**src/rtl/thermo_pkg.sv**
```systemverilog
package thermo_pkg;

  // Per-cycle decision produced by the threshold comparator.
  typedef enum logic [1:0] {
    ACT_HOLD = 2'd0,
    ACT_ON   = 2'd1,
    ACT_OFF  = 2'd2
  } heat_act_e;

  // Extra headroom bits that keep setpoint +/- band from wrapping.
  localparam int unsigned GUARD_BITS = 2;

endpackage

```
**src/rtl/thermo_band_limits.sv**
```systemverilog
module thermo_band_limits #(
  parameter int unsigned TEMP_W = 16,
  parameter int unsigned BAND   = 2,
  parameter int unsigned EXT_W  = TEMP_W + thermo_pkg::GUARD_BITS
) (
  input  logic signed [TEMP_W-1:0] set_temp,
  output logic signed [EXT_W-1:0]  lo_lim,
  output logic signed [EXT_W-1:0]  hi_lim
);

  localparam int unsigned PAD_W = EXT_W - TEMP_W;
  localparam logic signed [EXT_W-1:0] BAND_X = EXT_W'(BAND);

  logic signed [EXT_W-1:0] sp_x;

  always_comb begin
    // Sign-extend, then offset by the half-width at the wider size.
    sp_x   = {{PAD_W{set_temp[TEMP_W-1]}}, set_temp};
    lo_lim = sp_x - BAND_X;
    hi_lim = sp_x + BAND_X;
  end

endmodule

```
**src/rtl/thermo_thresh_cmp.sv**
```systemverilog
module thermo_thresh_cmp
  import thermo_pkg::*;
#(
  parameter int unsigned TEMP_W = 16,
  parameter int unsigned EXT_W  = TEMP_W + thermo_pkg::GUARD_BITS
) (
  input  logic signed [TEMP_W-1:0] meas_temp,
  input  logic signed [EXT_W-1:0]  lo_lim,
  input  logic signed [EXT_W-1:0]  hi_lim,
  output heat_act_e                act
);

  localparam int unsigned PAD_W = EXT_W - TEMP_W;

  logic signed [EXT_W-1:0] meas_x;
  logic                    want_on;
  logic                    want_off;

  always_comb begin
    meas_x   = {{PAD_W{meas_temp[TEMP_W-1]}}, meas_temp};
    want_on  = (meas_x <= lo_lim);
    want_off = (meas_x >= hi_lim);
    // Turning on is checked first, so it wins when both are true.
    if (want_on) begin
      act = ACT_ON;
    end else if (want_off) begin
      act = ACT_OFF;
    end else begin
      act = ACT_HOLD;
    end
  end

endmodule

```
**src/rtl/thermo_state_reg.sv**
```systemverilog
module thermo_state_reg
  import thermo_pkg::*;
(
  input  logic      clk,
  input  logic      rst_n,
  input  heat_act_e act,
  output logic      heat_q
);

  logic heat_d;

  // Next-state decode.
  always_comb begin
    unique case (act)
      ACT_ON:  heat_d = 1'b1;
      ACT_OFF: heat_d = 1'b0;
      default: heat_d = heat_q;
    endcase
  end

  // State register.
  always_ff @(posedge clk or negedge rst_n) begin
    if (!rst_n) begin
      heat_q <= 1'b0;
    end else begin
      heat_q <= heat_d;
    end
  end

endmodule

```
**src/rtl/thermo_hyst_ctrl.sv**
```systemverilog
module thermo_hyst_ctrl
  import thermo_pkg::*;
#(
  parameter int unsigned TEMP_W = 16,
  parameter int unsigned BAND   = 2
) (
  input  logic                     clk,
  input  logic                     rst_n,
  input  logic signed [TEMP_W-1:0] set_temp,
  input  logic signed [TEMP_W-1:0] meas_temp,
  output logic                     heat_en
);

  localparam int unsigned EXT_W = TEMP_W + GUARD_BITS;

  logic signed [EXT_W-1:0] lo_lim;
  logic signed [EXT_W-1:0] hi_lim;
  heat_act_e               act;

  thermo_band_limits #(
    .TEMP_W (TEMP_W),
    .BAND   (BAND),
    .EXT_W  (EXT_W)
  ) u_limits (
    .set_temp (set_temp),
    .lo_lim   (lo_lim),
    .hi_lim   (hi_lim)
  );

  thermo_thresh_cmp #(
    .TEMP_W (TEMP_W),
    .EXT_W  (EXT_W)
  ) u_cmp (
    .meas_temp (meas_temp),
    .lo_lim    (lo_lim),
    .hi_lim    (hi_lim),
    .act       (act)
  );

  thermo_state_reg u_state (
    .clk    (clk),
    .rst_n  (rst_n),
    .act    (act),
    .heat_q (heat_en)
  );

endmodule

```
**config.mk**
```make
export PLATFORM = sky130hd
export DESIGN_NAME = thermo_hyst_ctrl
export DESIGN_NICKNAME = d
export VERILOG_FILES = /design/src/rtl/thermo_pkg.sv /design/src/rtl/thermo_band_limits.sv /design/src/rtl/thermo_thresh_cmp.sv /design/src/rtl/thermo_state_reg.sv /design/src/rtl/thermo_hyst_ctrl.sv
export SDC_FILE = /design/constraint.sdc
export NUM_CORES = 1
export LEC_CHECK = 0
export BUFFER_PORTS_ARGS = -buffer_cell sky130_fd_sc_hd__buf_2
export CAP_MARGIN = 20
export CORE_ASPECT_RATIO = 0.7
export CORE_MARGIN = 5
export CORE_UTILIZATION = 54
export DETAILED_ROUTE_END_ITERATION = 8
export PLACE_DENSITY = 0.85
export SKIP_LAST_GASP = 1
export SLEW_MARGIN = 20
export SYNTH_ARGS = -nofsm -noshare
export SYNTH_HDL_FRONTEND = slang
export SYNTH_SLANG_ARGS = --single-unit
```
**constraint.sdc**
```tcl
create_clock -name clk -period 0.9 [get_ports clk]
set_input_delay 0.135 -clock clk [delete_from_list [all_inputs] [get_ports clk]]
set_output_delay 0.135 -clock clk [all_outputs]
set_load 0.005 [all_outputs]
```
Yosys cells after proc, flatten, opt, wreduce, memory -nomap -nowiden
Cells that the tools add are included.
Storage, ports and cells
  register bits after elaboration: 1
  bits in latches: 0
  bits in writable memories: 0
  bits in read-only memories: 0
  bits of input ports: 34
  word-level logic and storage cells: 11
  memories kept: 0
Cells by class
  add/sub/neg operators: 2
  multipliers: 0
  div/mod/pow operators: 0
  $lt $le $gt $ge: 2
  equality and inequality tests: 2
  shift-type cells: 0
  mux-type cells: 3
  bitwise logic cells: 0
  reductions and logical operators: 1
Operator list (number)
  adder 16 x 3 -> 17 bit (second input constant): 1
  >= comparator 16 x 17 -> 1 bit: 1
  <= comparator 16 x 17 -> 1 bit: 1
  subtractor 16 x 3 -> 17 bit (second input constant): 1
  2-to-1 mux 2 bit: 2
  == test 2 x 1 -> 1 bit (second input constant): 1
  == test 2 bit (second input constant): 1
  case mux 1 bit (2 select lines): 1
  nonzero test 2 bit: 1

Logic depth before layout (Yosys ltp)
  depth in word-level cells: 6
  mapped depth: 11
  mapped depth without buffers: 11

Cells and area by module
From an unflattened synthesis, not the netlist that was laid out.
Second synthesis, totals
  cells, all modules: 225
  area, all modules: 1646.6 µm²
By module, submodules not included
  thermo_thresh_cmp: times used 1, cells an instance 129, area each 950.9 µm², seq. area each 0.0 µm²
  thermo_band_limits: times used 1, cells an instance 91, area each 640.6 µm², seq. area each 0.0 µm²
  thermo_state_reg: times used 1, cells an instance 5, area each 55.1 µm², seq. area each 25.0 µm²

Worst setup path before layout
Ideal clock, no wire load.
  path kind: input to register
  from: in set_temp[7]
  to: reg u_state.heat_q
  setup time: 0.087 ns
  data arrival time: 2.156 ns
  data required time: 0.813 ns
  setup slack: -1.343 ns
  cell stages on the path: 10
  buffers on the path: 1
  cells stage by stage: buf_4 > nor4_4 > nand3_2 > nor3_2 > a21oi_1 > ha_1 > nand4_1 > or3_1 > o32a_1 > o211ai_1
Between the ends
  longest elaborated chain between the ends: 6
  elaborated cells on any way between the ends: 10
RTL lines
  start: declaration: line thermo_hyst_ctrl.sv:9  | input logic signed [TEMP_W-1:0] set_temp,
  adder 16 x 3 -> 17 bit: line thermo_band_limits.sv:20  | hi_lim = sp_x + BAND_X;
  >= comparator 16 x 17 -> 1 bit: line thermo_thresh_cmp.sv:22  | want_off = (meas_x >= hi_lim);
  2-to-1 mux 2 bit: line thermo_thresh_cmp.sv:26  | end else if (want_off) begin
  2-to-1 mux 2 bit *: line thermo_thresh_cmp.sv:24  | if (want_on) begin
  == test 2 bit / == test 2 x 1 -> 1 bit (equally long branches): line thermo_state_reg.sv:14  | unique case (act)
  case mux 1 bit (2 select lines) / nonzero test 2 bit (equally long branches)
  end signal: assignment: line thermo_state_reg.sv:26  | heat_q <= heat_d;
  end: declaration: line thermo_state_reg.sv:7  | output logic heat_q
Mark *: on every way between the ends. The rest lies on a longest branch, timed or not.
A chain may end at the register's enable or synchronous reset.

Worst setup path in the final report
Ends and elaborated chain as after synthesis.

==> out/results.txt <==
First-pass iteration count of the detailed router = 5
Worst setup SP type = input pin
Largest net degree at the start of global routing = 8
RSZ-0062 raised after global routing = yes
Simple-gate portion of the synthesized area = 0.286
Biggest register = u_state.heat_q
Compound-Gate Fraction of Synth Area = 0.139
Req. time, crit path = 0.75 ns
Status = finished with violations
Synthesized-area fraction occupied by adder cells = 0.326
Initial detailed-routing violation count = 147
Max VDD drop = 288 uV
Final wirelength = 4.29 mm
Post-Syn Area = 1310 sq um
P&R area growth vs syn = 35.9%
Flop2flop setup slack = -0.04 ns
Clock latency on the worst-skew pair = 0 ns
WL/cell = 16.3 microns
Fmax = 396 MHz
Detailed-route via count = 1,571
Static Leak = 0.000847 uW
CP Data Arrival Time = 2.38 ns
Nets = 301
Critical Path Fanout Max = 3
Syn_area_per_cell = 7.72 sq um
Slew of the pin with the lowest slew margin = 0.338 ns
Top flop regs = u_state.heat_q: 1 flops
Die ar. = 3520 sq um
Hold Vio Cnt, Final = 0
Netlist cell types = 38
GRT Total Usage = 0.242
Vias in the first global route = 1,479
Cells after DPL = 260
Area after DPL = 1730 sq um
Reg2Reg Depth = 4
Setup WS post-layout = -1.63 ns
Failing checks = negative setup slack
GR Overflow Total = 0
Port bufs = 34
Post-synthesis mux area share = 0
Tcrit/Tclk final = 2.81
DRC errors left = 0
Vias per cell = 5.97
Ant diodes = 0
Commonest non-fill, non-tap cells in the layout = ha_1 (34), buf_2 (34), buf_4 (34)
Fin crit period = 2.53 ns
Pwr dens = 487 nW/um^2
Reg-to-Reg Start = u_state.heat_q
First-pass GRT wire length = 6.68 mm
Initial Utilization = 0.587
Die width = 68.8 microns
Post-route setup TNS = -1.63 ns
Core Footprint = 2220 sq um
I/O pins = 35
Seq/Total Area, Yosys = 0.0192
Relative slew slack = 0.773
Setup CP Type = in2reg
Initial antenna violation count = 0
Ratio of cells with drive above 1 in the final layout = 0.338
Worst-path clk slew = 0 ns
# rows = 14
Hold crit path type = in2async
Finish-stage setup viols = 1
Post-synthesis xor/xnor area fraction = 0.174
Max Transition Viols Final = 0
Max FFs per register = 1
Post-DRT Antenna Nets = 0
Ys Warns = 0
Mapped Cells = 169
Post-DP HPWL = 3.61 mm
FILL cells = 168
Design area = 1770 sq um
Post-route insts no fill = 263
Crit end category = flip-flop
Largest family of logic cells by synthesized area = adder cells
Gpl congestion = 0.993
Die height = 51.1 microns
Syn_nets = 237
Max_cap viols = 0
Reg2reg end = u_state.heat_q
Synth Register Bits = 1
Clock skew = 0 ns
[synthesized netlist by cell type, drive strengths merged]
master  instances  area share
nor3b           1      0.0058
o311a           1      0.0077
nand2          13       0.037
o31ai           1      0.0058
nand4           8       0.038
and4            1      0.0067
inv             8       0.023
nor3            7       0.043
dfrtp           1       0.019
o221ai          2       0.013
a21o            4       0.023
o21bai          1      0.0058
o32a            1      0.0077
buf             5       0.026
nand3          14       0.058
xor2            9       0.060
o211ai          1      0.0058
a211oi          3       0.017
clkbuf          2      0.0067
nor2           13       0.037
ha             34        0.33
nand2b          1      0.0048
or3             2      0.0096
a221oi          1      0.0067
nor2b           1      0.0048
and3            1      0.0048
xnor2          17        0.11
nor4            4       0.035
a21oi          10       0.038
o21ai           2      0.0077
[cell families after synthesis]
kind of cell / count (synthesis)
simple gates: 66
fa+ha+maj: 34
flops: 1
buf+inv: 15
compound gates: 27
xor+xnor: 26
[power by group]
| part | switching, uW | internal [uW] | total [uW] |
|---|---|---|---|
| Combinational | 420 | 384 | 804 |
| Sequential | 5.35 | 54.5 | 59.9 |
| Clock | 0 | 0 | 0 |
| Total | 425 | 439 | 864 |
[worst max-delay path by stage]
stage	from	end	slack [ns]
global route	set_temp[7]	u_state.heat_q	-1.70
finish	set_temp[7]	u_state.heat_q	-1.63
floorplan	set_temp[10]	u_state.heat_q	-1.22
global placement	set_temp[6]	u_state.heat_q	-1.42
detailed placement	set_temp[6]	u_state.heat_q	-1.52
CTS	set_temp[6]	u_state.heat_q	-1.48
[per-layer routing]
| metal | global-route usage | wire length [microns] | up-vias | share of wire |
|---|---|---|---|---|
| met4 | 0.0453 | 116 | 0 | 0.027 |
| met3 | 0.0197 | 349 | 18 | 0.081 |
| met5 | 0 | 0 | - | 0 |
| met2 | 0.425 | 2050 | 94 | 0.48 |
| li1 | - | - | 750 | - |
| met1 | 0.324 | 1780 | 709 | 0.41 |
[metrics by stage]
step | power, uW | setup slack [ns] | hold slack [ns] | utilization
floorplan | 496 | -1.22 | -0.161 | -
global placement | 778 | -1.42 | -0.0896 | 0.778
CTS | 842 | -1.48 | 0.462 | 0.789
finish | 864 | -1.63 | 0.467 | 0.797
global route | 947 | -1.70 | 0.491 | 0.797
detailed placement | 830 | -1.52 | -0.0858 | 0.778
[area by class of cell]
cell class,instances,area [sq um],area share
Inverter,8,30.0,0.0169
Timing Repair Buffer,69,435,0.246
Multi-Input combinational cell,153,1240,0.701
Tap cell,32,40.0,0.0226
Sequential cell,1,25.0,0.0141
[repair_timing]
action                                 CTS  global route
gates resized for setup                  1             2
pin swaps                                1             4
setup buffers                            1             1
endpoints found under the hold margin    1             0
hold buffers                             1             0
setup endpoints to repair                1             1
[critical path, cell delays in order]
cell and delay, ns:
buf_2 0.13, nor4_4 0.34, nand3_2 0.16, buf_4 0.18, buf_4 0.13, xor2_1 0.15, ha_1 0.31, nand2_1 0.09
or3_4 0.40, o221ai_1 0.21, o211ai_1 0.15
Power figures use the tool's default switching activity.
